==> src/rtl/bcs_pkg.sv <==
package bcs_pkg;

  // Field layout of the mode word
  localparam int MR_W      = 12;
  localparam int BL_LSB    = 0;
  localparam int ORD_BIT   = 3;
  localparam int WL_LSB    = 4;
  localparam int OPM_BIT   = 7;
  localparam int CL_LSB    = 8;

  localparam logic [2:0] BL_CODE4 = 3'b010;
  localparam logic [2:0] BL_CODE8 = 3'b011;
  localparam int CL_MIN = 5;
  localparam int CL_MAX = 10;

  typedef struct packed {
    logic       bl8;
    logic [3:0] rd_lat;
    logic [2:0] wr_lat;
  } bcs_mode_t;

  localparam bcs_mode_t MODE_RST = '{bl8: 1'b0, rd_lat: 4'd5, wr_lat: 3'd1};

  typedef enum logic [1:0] {
    ST_IDLE  = 2'd0,
    ST_WAIT  = 2'd1,
    ST_BURST = 2'd2
  } bcs_state_t;

  function automatic logic mode_word_ok(input logic [MR_W-1:0] w);
    logic [2:0] blc;
    logic [3:0] cl;
    logic [2:0] wl;
    blc = w[BL_LSB +: 3];
    cl  = w[CL_LSB +: 4];
    wl  = w[WL_LSB +: 3];
    return ((blc == BL_CODE4) || (blc == BL_CODE8)) &&
           !w[ORD_BIT] && !w[OPM_BIT] && (wl != 3'd0) &&
           (int'(cl) >= CL_MIN) && (int'(cl) <= CL_MAX);
  endfunction

endpackage

==> src/rtl/bcs_mode_reg.sv <==
module bcs_mode_reg
  import bcs_pkg::*;
(
  input  logic            clk,
  input  logic            rst_n,
  input  logic            mrs_req,
  input  logic [MR_W-1:0] mrs_word,
  output bcs_mode_t       mode_q,
  output logic            err_q
);

  logic      word_ok;
  logic      mode_en;
  bcs_mode_t mode_d;
  logic      err_d;

  always_comb begin
    word_ok       = mode_word_ok(mrs_word);
    mode_en       = mrs_req && word_ok;
    err_d         = mrs_req && !word_ok;
    mode_d.bl8    = mrs_word[BL_LSB];
    mode_d.rd_lat = mrs_word[CL_LSB +: 4];
    mode_d.wr_lat = mrs_word[WL_LSB +: 3];
  end

  always_ff @(posedge clk or negedge rst_n) begin
    if (!rst_n) begin
      mode_q <= MODE_RST;
    end else if (mode_en) begin
      mode_q <= mode_d;
    end
  end

  always_ff @(posedge clk or negedge rst_n) begin
    if (!rst_n) begin
      err_q <= 1'b0;
    end else begin
      err_q <= err_d;
    end
  end

  // a reserved word leaves the settings untouched
  a_r3_hold_on_reserved: assert property (@(posedge clk) disable iff (!rst_n)
    err_q |-> (mode_q == $past(mode_q)));

  // the register only ever holds legal latencies
  a_r2_legal_latency: assert property (@(posedge clk) disable iff (!rst_n)
    (int'(mode_q.rd_lat) >= CL_MIN) && (int'(mode_q.rd_lat) <= CL_MAX) && (mode_q.wr_lat != 3'd0));

endmodule

==> src/rtl/bcs_cmd_ctl.sv <==
module bcs_cmd_ctl
  import bcs_pkg::*;
#(
  parameter int LAT_W = 4,
  parameter int IDX_W = 3
) (
  input  logic             clk,
  input  logic             rst_n,
  input  logic             rd_req,
  input  logic             wr_req,
  input  bcs_mode_t        mode,
  output logic             accept,
  output logic             busy,
  output logic             beat_vld,
  output logic             beat_first,
  output logic             beat_last,
  output logic             beat_wr,
  output logic             bl8_q,
  output logic [IDX_W-1:0] idx_q
);

  localparam logic [IDX_W-1:0] LAST4 = IDX_W'(3);
  localparam logic [IDX_W-1:0] LAST8 = IDX_W'(7);

  bcs_state_t       st_q, st_d;
  logic [LAT_W-1:0] cnt_q, cnt_d;
  logic [IDX_W-1:0] idx_d;
  logic             bl8_d;
  logic             wr_q, wr_d;
  logic             at_last;
  logic             ready;
  logic [LAT_W-1:0] lat_sel;

  always_comb begin
    at_last = (st_q == ST_BURST) && (idx_q == (bl8_q ? LAST8 : LAST4));
    ready   = (st_q == ST_IDLE) || at_last;
    accept  = ready && (rd_req || wr_req);
    lat_sel = rd_req ? LAT_W'(mode.rd_lat) : LAT_W'(mode.wr_lat);
  end

  // next-state
  always_comb begin
    st_d  = st_q;
    cnt_d = cnt_q;
    idx_d = idx_q;
    bl8_d = bl8_q;
    wr_d  = wr_q;
    if (accept) begin
      st_d  = ST_WAIT;
      cnt_d = lat_sel - LAT_W'(1);
      idx_d = '0;
      bl8_d = mode.bl8;
      wr_d  = !rd_req;
    end else begin
      unique case (st_q)
        ST_WAIT: begin
          if (cnt_q == '0) begin
            st_d  = ST_BURST;
            idx_d = '0;
          end else begin
            cnt_d = cnt_q - LAT_W'(1);
          end
        end
        ST_BURST: begin
          if (at_last) st_d = ST_IDLE;
          else         idx_d = idx_q + IDX_W'(1);
        end
        default: st_d = ST_IDLE;
      endcase
    end
  end

  always_ff @(posedge clk or negedge rst_n) begin
    if (!rst_n) begin
      st_q  <= ST_IDLE;
      cnt_q <= '0;
      idx_q <= '0;
      bl8_q <= 1'b0;
      wr_q  <= 1'b0;
    end else begin
      st_q  <= st_d;
      cnt_q <= cnt_d;
      idx_q <= idx_d;
      bl8_q <= bl8_d;
      wr_q  <= wr_d;
    end
  end

  always_comb begin
    beat_vld   = (st_q == ST_BURST);
    beat_first = beat_vld && (idx_q == '0);
    beat_last  = at_last;
    beat_wr    = beat_vld && wr_q;
    busy       = !ready;
  end

  // a burst runs without gaps and starts only once
  a_r9_contiguous: assert property (@(posedge clk) disable iff (!rst_n)
    (beat_vld && !beat_last) |=> (beat_vld && !beat_first));

  // the first and last beats never coincide (length is at least 4)
  a_r9_first_not_last: assert property (@(posedge clk) disable iff (!rst_n)
    beat_first |-> !beat_last);

  // once busy clears after a burst, nothing is left running
  a_r10_idle_after_last: assert property (@(posedge clk) disable iff (!rst_n)
    (beat_last && !rd_req && !wr_req) |=> (!beat_vld && !busy));

endmodule

==> src/rtl/bcs_col_gen.sv <==
module bcs_col_gen #(
  parameter int COL_W = 10,
  parameter int IDX_W = 3
) (
  input  logic             clk,
  input  logic             rst_n,
  input  logic             load,
  input  logic [COL_W-1:0] cmd_col,
  input  logic             bl8,
  input  logic             vld,
  input  logic [IDX_W-1:0] idx,
  output logic [COL_W-1:0] col
);

  localparam int BASE_W = COL_W - 2;

  logic [BASE_W-1:0] base_q;
  logic [COL_W-1:0]  col_b4, col_b8;

  always_ff @(posedge clk or negedge rst_n) begin
    if (!rst_n) begin
      base_q <= '0;
    end else if (load) begin
      base_q <= cmd_col[COL_W-1:2];
    end
  end

  always_comb begin
    col_b4 = {base_q, idx[1:0]};
    col_b8 = {base_q[BASE_W-1:1], base_q[0] ^ idx[2], idx[1:0]};
    col    = !vld ? '0 : (bl8 ? col_b8 : col_b4);
  end

  // the first beat of every burst is 4-column aligned
  a_r4_first_aligned: assert property (@(posedge clk) disable iff (!rst_n)
    (vld && (idx == '0)) |-> (col[1:0] == 2'd0));

endmodule

==> src/rtl/burst_col_seq.sv <==
module burst_col_seq
  import bcs_pkg::*;
#(
  parameter int ADDR_W = 12,
  parameter int COL_W  = 10
) (
  input  logic              clk,
  input  logic              rst_n,
  input  logic              cmd_mrs,
  input  logic              cmd_rd,
  input  logic              cmd_wr,
  input  logic [ADDR_W-1:0] addr,
  output logic [COL_W-1:0]  col_out,
  output logic              beat_vld,
  output logic              beat_first,
  output logic              beat_last,
  output logic              beat_wr,
  output logic              busy,
  output logic              mode_err
);

  localparam int IDX_W = 3;
  localparam int LAT_W = 4;

  bcs_mode_t        mode_q;
  logic             accept;
  logic             bl8_q;
  logic [IDX_W-1:0] idx_q;

  bcs_mode_reg i_mode (
    .clk      (clk),
    .rst_n    (rst_n),
    .mrs_req  (cmd_mrs),
    .mrs_word (addr[MR_W-1:0]),
    .mode_q   (mode_q),
    .err_q    (mode_err)
  );

  bcs_cmd_ctl #(.LAT_W(LAT_W), .IDX_W(IDX_W)) i_ctl (
    .clk        (clk),
    .rst_n      (rst_n),
    .rd_req     (cmd_rd),
    .wr_req     (cmd_wr),
    .mode       (mode_q),
    .accept     (accept),
    .busy       (busy),
    .beat_vld   (beat_vld),
    .beat_first (beat_first),
    .beat_last  (beat_last),
    .beat_wr    (beat_wr),
    .bl8_q      (bl8_q),
    .idx_q      (idx_q)
  );

  bcs_col_gen #(.COL_W(COL_W), .IDX_W(IDX_W)) i_col (
    .clk     (clk),
    .rst_n   (rst_n),
    .load    (accept),
    .cmd_col (addr[COL_W-1:0]),
    .bl8     (bl8_q),
    .vld     (beat_vld),
    .idx     (idx_q),
    .col     (col_out)
  );

  // the low two column bits step by one from beat to beat
  a_r5_low_step: assert property (@(posedge clk) disable iff (!rst_n)
    (beat_vld && !beat_first) |-> (col_out[1:0] == $past(col_out[1:0]) + 2'd1));

  // a burst never leaves its 8-column block
  a_r6_same_block: assert property (@(posedge clk) disable iff (!rst_n)
    (beat_vld && !beat_first) |-> (col_out[COL_W-1:3] == $past(col_out[COL_W-1:3])));

endmodule

==> config.mk <==
export PLATFORM = sky130hd
export DESIGN_NAME = burst_col_seq
export DESIGN_NICKNAME = d
export VERILOG_FILES = /design/src/rtl/bcs_pkg.sv /design/src/rtl/bcs_mode_reg.sv /design/src/rtl/bcs_cmd_ctl.sv /design/src/rtl/bcs_col_gen.sv /design/src/rtl/burst_col_seq.sv
export SDC_FILE = /design/constraint.sdc
export NUM_CORES = 1
export LEC_CHECK = 0
export ABC_AREA = 1
export ABC_CLOCK_PERIOD_IN_PS = 1600
export BUFFER_PORTS_ARGS = -buffer_cell sky130_fd_sc_hd__buf_2
export CORE_MARGIN = 2
export CORE_UTILIZATION = 43
export CTS_BUF_LIST = sky130_fd_sc_hd__clkbuf_2
export CTS_CLUSTER_SIZE = 40
export DETAILED_ROUTE_END_ITERATION = 6
export PLACE_DENSITY = 0.68
export SLEW_MARGIN = 20
export SYNTH_ARGS = -nofsm -noshare
export SYNTH_HDL_FRONTEND = slang
export SYNTH_SLANG_ARGS = --single-unit
export TNS_END_PERCENT = 1
==> constraint.sdc <==
create_clock -name clk -period 1.6 [get_ports clk]
set_input_delay 0.32 -clock clk [delete_from_list [all_inputs] [get_ports clk]]
set_output_delay 0.32 -clock clk [all_outputs]
set_load 0.01 [all_outputs]
==> results_dict.tcl <==
set metrics [dict create \
    io_pins 33 \
    fin_area_um2 2040 \
    tightest_slew_ns 0.616 \
    rsz0062_at_grt "yes" \
    cp-end-kind "output port" \
    clkSinkCount 28 \
    die-area_um2 4100 \
    drtIter0Drc 50 \
    mostFrequentLayoutCell "nand2_1" \
    synth_top_area_share_pct 40.3 \
    grt_pass1_wl_um 5630 \
    clkPwrFrac_pct 13.0 \
    required_ns 1.28 \
    final_layout_size_suffix_gt1_share_pct 33.2 \
    drc 0 \
    period_needed_ns 1.86 \
    p_sw_share_pct 40.7 \
    area_delta_synth_final_pct 31.4 \
    max_freq_mhz 539 \
    wire_per_inst_um 11.0 \
    drv_cap 0 \
    first_global_vias 1289 \
    yosysWarnings 0 \
    die_h_um 64.1 \
    drt-total-wl_um 3220 \
    coreArea_um2 3390 \
    instances_no_fill 293 \
    drtPass1Iterations 4 \
    slew_headroom_pct 58.9 \
    ant_nets 0 \
    maxSlewViolCount 0 \
    dp_hpwl_um 2340 \
    final_cell_mix "nand2_1 (50), inv_1 (35), buf_2 (31)" \
    internal_power_mw 2.00 \
    path_max_fanout 7 \
    worst_setup_path_start_kind "register" \
    ctsHtreeMaxLevel 1 \
    n_antenna_cell 0 \
    clock_latency_ns 0.38 \
    place_area_um2 1850 \
    synth_cell_types 27 \
    p_seq_share_pct 33.5 \
    hold_viol 0 \
    p_switching_mw 1.37 \
    cp.arrival_ns 1.54 \
    synthCells 198 \
    antenna_found_initial 0 \
    worstHoldPathType "input pin to register" \
    clock_skew_ns 0.00412 \
    timing.final.ws_setup_ns -0.255 \
    utilization_pct 60.1 \
    setup_violations 16 \
    cellLeakagePower_nw 1.14 \
    initial_utilization_pct 45.8 \
    root_buffer "clkbuf_2" \
    cts.path.max_buffers 2 \
    synth_area_leaders "dfrtp_1 (40%), nand2_1 (13%), inv_1 (8.7%), o21ai_0 (6.5%), dfstp_2 (5.1%)" \
    num_rows 21 \
    grt_max_degree 29 \
    status "complete, but fails checks" \
    power.density_nw_per_um2 1650 \
    nNetsFinal 271 \
    place_congestion 0.774 \
    cts_made_buffers 3 \
    path_class "register to output port" \
    yosysTopAreaCell "dfrtp_1" \
    overflow 0 \
    yosysSeqAreaShare_pct 45.4 \
    combPwrFrac_pct 53.5 \
    cts_tree "yes" \
    io_buffers 32 \
    syn-num-nets 221 \
    synth_area_um2 1550 \
    via_count 1382 \
    max-vdd-ir-drop_mv 0.832 \
    viasPerCell 4.72 \
    clk_pin_slew_ns 0.27 \
    place_inst 282 \
    synth-seq-cells 28 \
    synth.avg_cell_area_um2 7.84 \
    violations "setup timing" \
    die_width_um 64.1 \
    min_period_over_period_pct 116 \
    grtUsageTotal_pct 17.7 \
]
through the flow:
stage          total power, mW  setup slack, ns  setup TNS (ns)  hold WS [ns]
2_1_floorplan             2.24           -0.102          -0.134        0.0244
3_3_place_gp              2.61           0.0489               0         0.372
3_5_place_dp              2.65           0.0229               0         0.372
4_1_cts                   3.31           -0.259           -3.02         0.123
5_1_grt                   3.67           -0.346           -4.66         0.119
6_report                  3.37           -0.255           -2.59         0.130
logic make-up after synthesis:
family	Yosys count	synth area share (%)
mux	1	0.645
buf+inv	44	11.7
simple gates	84	24.4
compound gates	34	12.4
flops	28	45.4
xor+xnor	1	0.565
fa+ha+maj	6	4.84
worst paths after layout:
kind | from | to | slack, ns | cells past startpoint
min in group asynchronous | rst_n | i_ctl.idx_q[1]$_DFFE_PN0P_ | 0.43 | 2
hold reg to reg | i_ctl.wr_q$_DFFE_PN0N_ | i_ctl.wr_q$_DFFE_PN0N_ | 0.52 | 2
hold / removal | addr[0] | i_mode.mode_q[7]$_DFFE_PN0P_ | 0.13 | 3
setup / recovery | i_ctl.st_q[0]$_DFFE_PN0P_ | col_out[6] | -0.26 | 7
max in group asynchronous | rst_n | i_mode.mode_q[0]$_DFFE_PN1P_ | 0.78 | 2
setup reg to reg | i_ctl.st_q[0]$_DFFE_PN0P_ | i_ctl.cnt_q[2]$_DFFE_PN0P_ | -0.01 | 11
power by group through the flow:
stage / Sequential [mW] / Combinational, mW / Clock (mW)
2_1_floorplan: 1.10 / 1.13 / 0
3_3_place_gp: 1.12 / 1.49 / 0
3_5_place_dp: 1.13 / 1.52 / 0
4_1_cts: 1.12 / 1.75 / 0.444
5_1_grt: 1.16 / 2.03 / 0.479
6_report: 1.13 / 1.80 / 0.437
registers in the layout, summed over array words and instances (netlist names):
register	count
i_ctl.cnt_q	4
i_ctl.wr_q	1
i_ctl.st_q	2
i_ctl.idx_q	3
i_col.base_q	8
i_ctl.bl8_q	1
i_mode.mode_q	8
i_mode.err_q	1
cell type report:
class	instances	area (µm²)
multi-input cells	126	734
inverters	37	141
flip-flops and latches	28	704
repair buffers	52	355
clock inverters	1	30.0
well taps	46	57.6
fillers	325	1350
clock buffers	3	15.0
synth_stat cells:
| master | count |
|---|---|
| nand2_1 | 55 |
| inv_1 | 36 |
| dfrtp_1 | 25 |
| o21ai_0 | 20 |
| a21oi_1 | 9 |
| nand3_1 | 9 |
| nand2_2 | 7 |
| ha_1 | 6 |
| nor2_1 | 5 |
| buf_2 | 4 |
| dfstp_2 | 3 |
| nand4_1 | 3 |
| o21ai_1 | 2 |
| a31oi_4 | 1 |
| buf_6 | 1 |
| clkbuf_1 | 1 |
| clkbuf_2 | 1 |
| inv_4 | 1 |
| mux2i_1 | 1 |
| nand2_4 | 1 |
| nand3_4 | 1 |
| nor2_2 | 1 |
| nor3_1 | 1 |
| o21a_1 | 1 |
| o32ai_1 | 1 |
| or2_1 | 1 |
| xnor2_1 | 1 |
metal layers:
layer  up-vias  GRT usage [%]  share of wire, %
li1        713              -                 -
met1       630           23.4                48
met2        32           28.5                46
met3         7           2.99               4.3
met4         0           7.34               1.8
met5         -              0                 0
what timing repair did:
| item | CTS | global route |
|---|---|---|
| setup buffers | 4 | 2 |
| cloned | 1 | 0 |
| pin swaps | 1 | 0 |
| hold buffers | 1 | 0 |
| setup endpoints to repair | 17 | 31 |
| gates resized for setup | 8 | 15 |
| hold endpoints to repair | 25 | 0 |
worst max-delay path: stages, from the launching register on:
cell	delay, ns
dfrtp_1	0.46
inv_2	0.09
ha_4	0.18
buf_12	0.13
buf_6	0.10
nand2_2	0.04
inv_1	0.04
buf_2	0.11
Power figures use the tool's default switching activity.
